[src/rtl/fpm_pkg.sv]
package fpm_pkg;
  typedef enum logic [2:0] {
    CL_ZERO   = 3'd0,
    CL_SUBN   = 3'd1,
    CL_NORM   = 3'd2,
    CL_INF    = 3'd3,
    CL_QNAN   = 3'd4,
    CL_SNAN   = 3'd5
  } fp_class_e;

  function automatic logic is_nan(input fp_class_e c);
    return (c == CL_QNAN) || (c == CL_SNAN);
  endfunction

  function automatic logic is_finite_nz(input fp_class_e c);
    return (c == CL_SUBN) || (c == CL_NORM);
  endfunction
endpackage

[src/rtl/fpm_classify.sv]
module fpm_classify
  import fpm_pkg::*;
#(
  parameter int EXP_W  = 11,
  parameter int FRAC_W = 52
) (
  input  logic [EXP_W+FRAC_W:0] op,
  output fp_class_e              cls
);
  localparam int QBIT = FRAC_W - 1;

  logic [EXP_W-1:0]  ex;
  logic [FRAC_W-1:0] fr;
  logic              ex_max, ex_min, fr_nz;

  assign ex     = op[EXP_W+FRAC_W-1:FRAC_W];
  assign fr     = op[FRAC_W-1:0];
  assign ex_max = &ex;
  assign ex_min = ~|ex;
  assign fr_nz  = |fr;

  always_comb begin
    if (ex_max) begin
      if (!fr_nz)        cls = CL_INF;
      else if (fr[QBIT]) cls = CL_QNAN;
      else               cls = CL_SNAN;
    end else if (ex_min) begin
      cls = fr_nz ? CL_SUBN : CL_ZERO;
    end else begin
      cls = CL_NORM;
    end
  end
endmodule

[src/rtl/fpm_nan_select.sv]
module fpm_nan_select
  import fpm_pkg::*;
#(
  parameter int EXP_W  = 11,
  parameter int FRAC_W = 52
) (
  input  logic [EXP_W+FRAC_W:0] op_a,
  input  logic [EXP_W+FRAC_W:0] op_b,
  input  fp_class_e              cls_a,
  input  fp_class_e              cls_b,
  output logic                   nan_hit,
  output logic                   nan_inv,
  output logic [EXP_W+FRAC_W:0]  nan_val
);
  localparam int W    = EXP_W + FRAC_W + 1;
  localparam int QBIT = FRAC_W - 1;
  localparam logic [W-1:0] QMASK = W'(1) << QBIT;

  always_comb begin
    nan_hit = 1'b1;
    nan_inv = 1'b0;
    nan_val = '0;
    if (cls_a == CL_SNAN) begin
      nan_inv = 1'b1;
      nan_val = op_a | QMASK;
    end else if (cls_a == CL_QNAN) begin
      if (cls_b == CL_SNAN) begin
        nan_inv = 1'b1;
        nan_val = op_b | QMASK;
      end else begin
        nan_val = op_a;
      end
    end else if (cls_b == CL_SNAN) begin
      nan_inv = 1'b1;
      nan_val = op_b | QMASK;
    end else if (cls_b == CL_QNAN) begin
      nan_val = op_b;
    end else begin
      nan_hit = 1'b0;
    end
  end
endmodule

[src/rtl/fpm_exp_sum.sv]
module fpm_exp_sum #(
  parameter int EXP_W = 11
) (
  input  logic [EXP_W-1:0]        exp_a,
  input  logic [EXP_W-1:0]        exp_b,
  output logic signed [EXP_W+1:0] sum
);
  localparam int SW   = EXP_W + 2;
  localparam int BIAS = (1 << (EXP_W - 1)) - 1;

  logic [SW-1:0] raw;
  assign raw = SW'(exp_a) + SW'(exp_b) - SW'(BIAS);
  assign sum = $signed(raw);
endmodule

[src/rtl/fpm_special_resolver.sv]
module fpm_special_resolver
  import fpm_pkg::*;
#(
  parameter int EXP_W  = 11,
  parameter int FRAC_W = 52
) (
  input  logic                     [EXP_W+FRAC_W:0] op_a,
  input  logic                     [EXP_W+FRAC_W:0] op_b,
  input  logic                                      inv_trap_en,
  output logic                                      byp_valid,
  output logic                     [EXP_W+FRAC_W:0] byp_result,
  output logic                                      res_sign,
  output logic signed              [EXP_W+1:0]      sum_exp,
  output logic                                      invalid_flag,
  output logic                                      invalid_trap
);
  localparam int W    = EXP_W + FRAC_W + 1;
  localparam int QBIT = FRAC_W - 1;
  localparam logic [W-1:0] DEF_QNAN = {1'b0, {EXP_W{1'b1}}, 1'b1, {(FRAC_W-1){1'b0}}};

  logic [W-1:0] ops [2];
  fp_class_e    cls [2];

  assign ops[0] = op_a;
  assign ops[1] = op_b;

  for (genvar i = 0; i < 2; i++) begin : g_cls
    fpm_classify #(.EXP_W(EXP_W), .FRAC_W(FRAC_W)) u_cls (
      .op  (ops[i]),
      .cls (cls[i])
    );
  end

  logic         nan_hit, nan_inv;
  logic [W-1:0] nan_val;

  fpm_nan_select #(.EXP_W(EXP_W), .FRAC_W(FRAC_W)) u_nan (
    .op_a    (op_a),
    .op_b    (op_b),
    .cls_a   (cls[0]),
    .cls_b   (cls[1]),
    .nan_hit (nan_hit),
    .nan_inv (nan_inv),
    .nan_val (nan_val)
  );

  fpm_exp_sum #(.EXP_W(EXP_W)) u_exp (
    .exp_a (op_a[W-2:FRAC_W]),
    .exp_b (op_b[W-2:FRAC_W]),
    .sum   (sum_exp)
  );

  logic inf_zero, any_inf, any_zero;

  assign res_sign = op_a[W-1] ^ op_b[W-1];
  assign inf_zero = ((cls[0] == CL_INF) && (cls[1] == CL_ZERO)) ||
                    ((cls[0] == CL_ZERO) && (cls[1] == CL_INF));
  assign any_inf  = (cls[0] == CL_INF) || (cls[1] == CL_INF);
  assign any_zero = (cls[0] == CL_ZERO) || (cls[1] == CL_ZERO);

  always_comb begin
    byp_valid    = 1'b1;
    byp_result   = '0;
    invalid_flag = 1'b0;
    invalid_trap = 1'b0;
    if (nan_hit) begin
      if (nan_inv && inv_trap_en) begin
        invalid_trap = 1'b1;
      end else begin
        invalid_flag = nan_inv;
        byp_result   = nan_val;
      end
    end else if (inf_zero) begin
      if (inv_trap_en) invalid_trap = 1'b1;
      else begin
        invalid_flag = 1'b1;
        byp_result   = DEF_QNAN;
      end
    end else if (any_inf) begin
      byp_result = {res_sign, {EXP_W{1'b1}}, {FRAC_W{1'b0}}};
    end else if (any_zero) begin
      byp_result = {res_sign, {(W-1){1'b0}}};
    end else begin
      byp_valid = 1'b0;
    end
  end
endmodule

[config.mk]
export PLATFORM = sky130hd
export DESIGN_NAME = fpm_special_resolver
export DESIGN_NICKNAME = d
export VERILOG_FILES = /design/src/rtl/fpm_pkg.sv /design/src/rtl/fpm_classify.sv /design/src/rtl/fpm_nan_select.sv /design/src/rtl/fpm_exp_sum.sv /design/src/rtl/fpm_special_resolver.sv
export SDC_FILE = /design/constraint.sdc
export NUM_CORES = 1
export LEC_CHECK = 0
export BUFFER_PORTS_ARGS = -buffer_cell sky130_fd_sc_hd__buf_2
export CORE_AREA = 2 2 82 84
export DETAILED_ROUTE_END_ITERATION = 10
export DIE_AREA = 0 0 84 86
export PLACE_DENSITY = 0.79
export SLEW_MARGIN = 20
export SYNTH_ARGS = -nofsm -noshare
export SYNTH_HDL_FRONTEND = slang
export SYNTH_HIERARCHICAL = 1
export SYNTH_SLANG_ARGS = --single-unit
[constraint.sdc]
create_clock -name vclk -period 4.1
set_input_delay 0.205 -clock vclk [all_inputs]
set_output_delay 0.205 -clock vclk [all_outputs]
set_load 0.1 [all_outputs]
# [After elaboration in Yosys (flattened, before gate mapping)]
# Index checks and enable logic that the tools add are counted.
[word_totals] reg_bits=0 latchBits=0 ramBits=0 rom_bits=0 input_bits=129 out_inout_bits=81 mem_count=0
[classes] addsub=2 mul=0 div=0 order_cmp=0 eq_ne=6 shift=0 muxes=39 bitwise_logic=1 reduce_logical=14
[op_table] cell="$mux W64" count=10
[op_table] cell="$reduce_or A52 Y1" count=2
[op_table] cell="$mux W63" count=1
[op_table] cell="$mux W1" count=22
[op_table] cell="$reduce_and A11 Y1" count=2
[op_table] cell="$reduce_or A11 Y1" count=2
[op_table] cell="$mux W3" count=6
[op_table] cell="$sub A13 B10 Y13 const B" count=1
[op_table] cell="$add A11 B11 Y12" count=1
[op_table] cell="$eq A3 B3 Y1 const B" count=4
[op_table] cell="$eq A3 B2 Y1 const B" count=2
[op_table] cell="$logic_not A3 Y1" count=2
[op_table] cell="$logic_and A1 B1 Y1" count=3
[op_table] cell="$logic_or A1 B1 Y1" count=3
[op_table] cell="$xor A1 B1 Y1" count=1

# [Longest topological paths before layout]
[logic_depth] depth_word=11 depth_mapped=11

# [Modules after synthesis]
# The synthesis kept the hierarchy.
[modules_own_cells] mod="fpm_nan_select" instances=1 cells_each=89 area_each_um2=813.3 seq_area_each_um2=0.0
[modules_own_cells] mod="fpm_exp_sum" instances=1 cells_each=81 area_each_um2=651.9 seq_area_each_um2=0.0
[modules_own_cells] mod="fpm_special_resolver" instances=1 cells_each=109 area_each_um2=649.4 seq_area_each_um2=0.0
[modules_own_cells] mod="fpm_classify" instances=2 cells_each=30 area_each_um2=209.0 seq_area_each_um2=0.0

# [Worst setup path before layout]
# No wires, ideal clock.
[synth_path] path_kind="input port to output port" start="in op_a[1]" end="out byp_result[62]" arrival_ns=4.347 required_time_ns=3.895 path_slack_ns=-0.452 path_stages=10 path_buffers=1 cell_sequence="nor4_2 > nand4_1 > nor4_2 > o22ai_1 > nand2b_4 > a21oi_4 > buf_8 > a22o_1 > a21oi_1 > a311oi_1"
[synth_rtl] element="start: declaration" line="fpm_special_resolver.sv:7" rtl="input logic [EXP_W+FRAC_W:0] op_a,"
[synth_rtl] element="end: declaration" line="fpm_special_resolver.sv:11" rtl="output logic [EXP_W+FRAC_W:0] byp_result,"

==> summary by stage <==
Drt
In this run, the number of DRC markers left after iteration 0 of detailed routing was 207. The number of antenna-violating nets in the routed design is 0. The number of vias after detailed routing is 3639. The uppermost metal layer occupied by signal nets is met5. In the routed design, unresolved DRC markers number 0. The wire length after detailed routing is 11300 um. The amount of wire on met3 after detailed routing is approximately 980 um. The iteration count of the initial detailed-routing pass is 5. In the routed layout, each cell is associated on average with a via count of 5.97. After detailed routing, the average wire length per cell comes to 18.5 um. In the detailed route, the total length drawn on met2 is 5700 um. The routed length on met1 is around 4400 um.

Logic synthesis
The netlist uses 50 different library cells. The complex-gate fraction of the synthesized area is 38.1%. The simple-gate area share of the yosys netlist is 37.1%. When the netlist entered floorplanning its net count stood at 490.

Synthesis handed over a netlist of 339 instances. Summing the areas of all xor and xnor instances in the mapped netlist gives 3.80% of the synthesized area. The count of yosys warnings during synthesis is 6. The average instance area after synthesis is 7.47 um^2.

The adder and majority gate portion of the synthesized area is 11.2%. The cell area that synthesis handed to floorplanning was 0.00253 mm^2. Of the synthesized area, sequential elements account for 0%. After synthesis, the largest family of logic cells by area is compound AO/OA/AOI/OAI gates. Measured against the total synthesized area, the mux share comes to 0%.

Global route
The first-pass GRT wire length is 17700 um. The pin count of the biggest net entering global routing is 44. For this run, the total global-route usage over all layers was measured as 29.4%. The number of antenna violations at the first check in global routing is 4. The via count of the first global-routing pass is 3576. Global routing finished with a remaining overflow of 0.

Final layout
Once layout is done, the placed cells without fillers occupy 0.00449 mm^2. The fill cell instance count of the final layout is 475. The top cell types in the final layout, fill and taps aside, are sky130_fd_sc_hd__buf_2 (147), sky130_fd_sc_hd__buf_12 (65), sky130_fd_sc_hd__a22o_1 (63), sky130_fd_sc_hd__and2_1 (51). The commonest non-fill, non-tap cell in the layout is sky130_fd_sc_hd__buf_2.

Of the cells placed in the final design, the portion with a size suffix greater than 1 is 45.6%. The growth of design area from synthesis to finish is 77.5%. The flip-flop and latch count is 0. Once layout is complete, the utilization of the core stands at a little under three quarters. The layout clock buffer count is 0. The flip-flop and latch area is 0 um^2. The final layout contains 682 nets.

Floorplan
The initialized floorplan defines 29 standard-cell rows. Measured along the x axis, the die boundary spans approximately 84 um. For this configuration, the core starts out at a cell density of between 40% and 50%. During I/O placement, the number of pins put on the boundary was 210. The placeable core region is 0.00628 mm^2. The die extent in y is 86 um. The die covers slightly above 0.007 mm^2.

Worst hold path
The worst hold path was traced through 3 stages. The start point of the worst min-delay path is op_a[63]. The worst hold path terminates at res_sign. The tightest min-delay check is of the in2out type.

Placement
The estimated wirelength of the detail-placed design is approximately 10000 um. At the placement stage, the worst setup path has a slack of roughly 480 ps. At the end of routability-driven placement, the weighted congestion stood at around 1. The placed instances occupy a cell area of 0.00448 mm^2.

The count of input and output buffers is 210.

Critical path
The critical path launch point is op_a[43]. The largest fanout on the critical path is 35. The worst setup path is launched from an input port. The data arrival at the endpoint of the critical path is 3480 ps. The signal on the critical path passes through buf_2 -> nor4_1 -> nand4_1 -> nor4_2 -> nor2_1 -> nor2b_2 -> nand2_1 -> o21ai_0 -> a21boi_4 -> buf_4 -> and2_1 -> buf_12. The maximum single-stage delay on the critical path is slightly below 700 ps.

For the worst setup path, the data required time is roughly 3900 ps. The type of element capturing the critical path is an output port. For this design, the slowest cell found on the critical path is sky130_fd_sc_hd__a21boi_4. The startpoint-to-endpoint class of the critical path is in2out.

STA
The number of pins with negative max-slew slack in the final report is 0. Setup repair after global routing left no endpoint under its margin. The worst path meets setup with 414 ps of slack. The setup-violating endpoint count in the final report is 0. For this run, the top clock speed supported by timing is 0.271 GHz. Of the available clock period, the critical path in the final layout requires 89.9%. The normalized max-slew margin is 49.4%. The final critical delay including setup and external delays is 3690 ps. The number of failing hold endpoints at the final stage is 0. The slew at the pin with the worst max-slew slack is around 760 ps. For the final routed database, the setup TNS stands at 0 ps.

CTS
The number of instances resized during post-cts repair is 0. Buffers inserted to repair hold after CTS numbered 0. The number of setup buffers added after CTS is 0.

Power and ir drop
The maximum VDD drop is 0.430 mV. The leakage dissipation is 1.98 nW. Total power for the finished layout comes to 0.000495 W.

The ratio of total power to cell area is 110 mW/mm^2.

Outcome
The flow ran to the end, and the final reports show no timing, DRC or antenna violations.

Run
The tool flagged a number of max-cap violations equal to 0.
power by group:
group / leakage [nW] / internal, W / switching [W]
combinational: 1.98 / 0.000126 / 0.000368
sequential: 0 / 0 / 0
clock: 0.0000254 / 0.000000000131 / 0
total: 1.98 / 0.000126 / 0.000368
metal layers:
metal | global-route usage, % | vias up
li1 | - | 1720
met1 | 34.3 | 1672
met2 | 55.1 | 223
met3 | 5.77 | 22
met4 | 7.04 | 2
met5 | 0 | -
logic make-up (layout without fill, tap and decap cells):
group / Yosys count / count (layout)
buf+inv: 34 / 224
xor+xnor: 11 / 11
fa+ha+maj: 22 / 22
compound gates: 120 / 120
other cells: 0 / 4
simple gates: 152 / 152
metrics by stage:
step                      std cells  hold WS (ps)
after global placement          606           876
final                           610           891
after global routing            608           907
after floorplan                 339           858
after detailed placement        606           885
after CTS                       606           888
critical path, delay by kind of cell:
family	cells	cell delay [ps]
AO/OA/AOI/OAI	2	900
buffers and inverters	3	660
AND/OR/NAND/NOR	7	1710
cells in the mapped netlist (all sizes together):
library cell	n	area, um^2
a211oi	3	37.5
buf	15	179
a22o	63	552
fa	1	20.0
nand2b	5	41.3
xor2	6	52.6
nand4bb	2	22.5
o2111ai	1	8.76
nor2b	1	8.76
o211ai	3	22.5
and2	51	319
o22ai	2	12.5
or3	1	6.26
o31ai	1	7.51
a311oi	1	8.76
clkbuf	8	30.0
nand3	10	50.1
nor3	5	25.0
o21ai	9	45.0
a21o	4	30.0
o221a	1	11.3
and3	1	7.51
o22a	1	8.76
a21oi	11	70.1
o21bai	2	18.8
nand2	24	95.1
a211o	1	8.76
o21a	3	22.5
a21boi	3	26.3
ha	21	263
nor2	10	37.5
a2111o	1	11.3
nand4	9	56.3
inv	11	41.3
a31oi	10	62.6
xnor2	5	43.8
nor4	32	263
or2	1	6.26
layout make-up:
cell class / instances / area [um^2] / area share [%]
Antenna cell: 4 / 10.0 / 0.223
Inverter: 11 / 41.3 / 0.919
Multi-Input combinational cell: 305 / 2300 / 51.2
Tap cell: 77 / 96.3 / 2.14
Timing Repair Buffer: 213 / 2040 / 45.5
how the worst max path moves through the flow:
stage / end
after floorplan: byp_result[61]
after global placement: byp_result[60]
after detailed placement: byp_result[5]
after CTS: byp_result[5]
after global routing: byp_result[29]
final: byp_result[29]
Note: power is estimated with default switching activity, not from simulation.
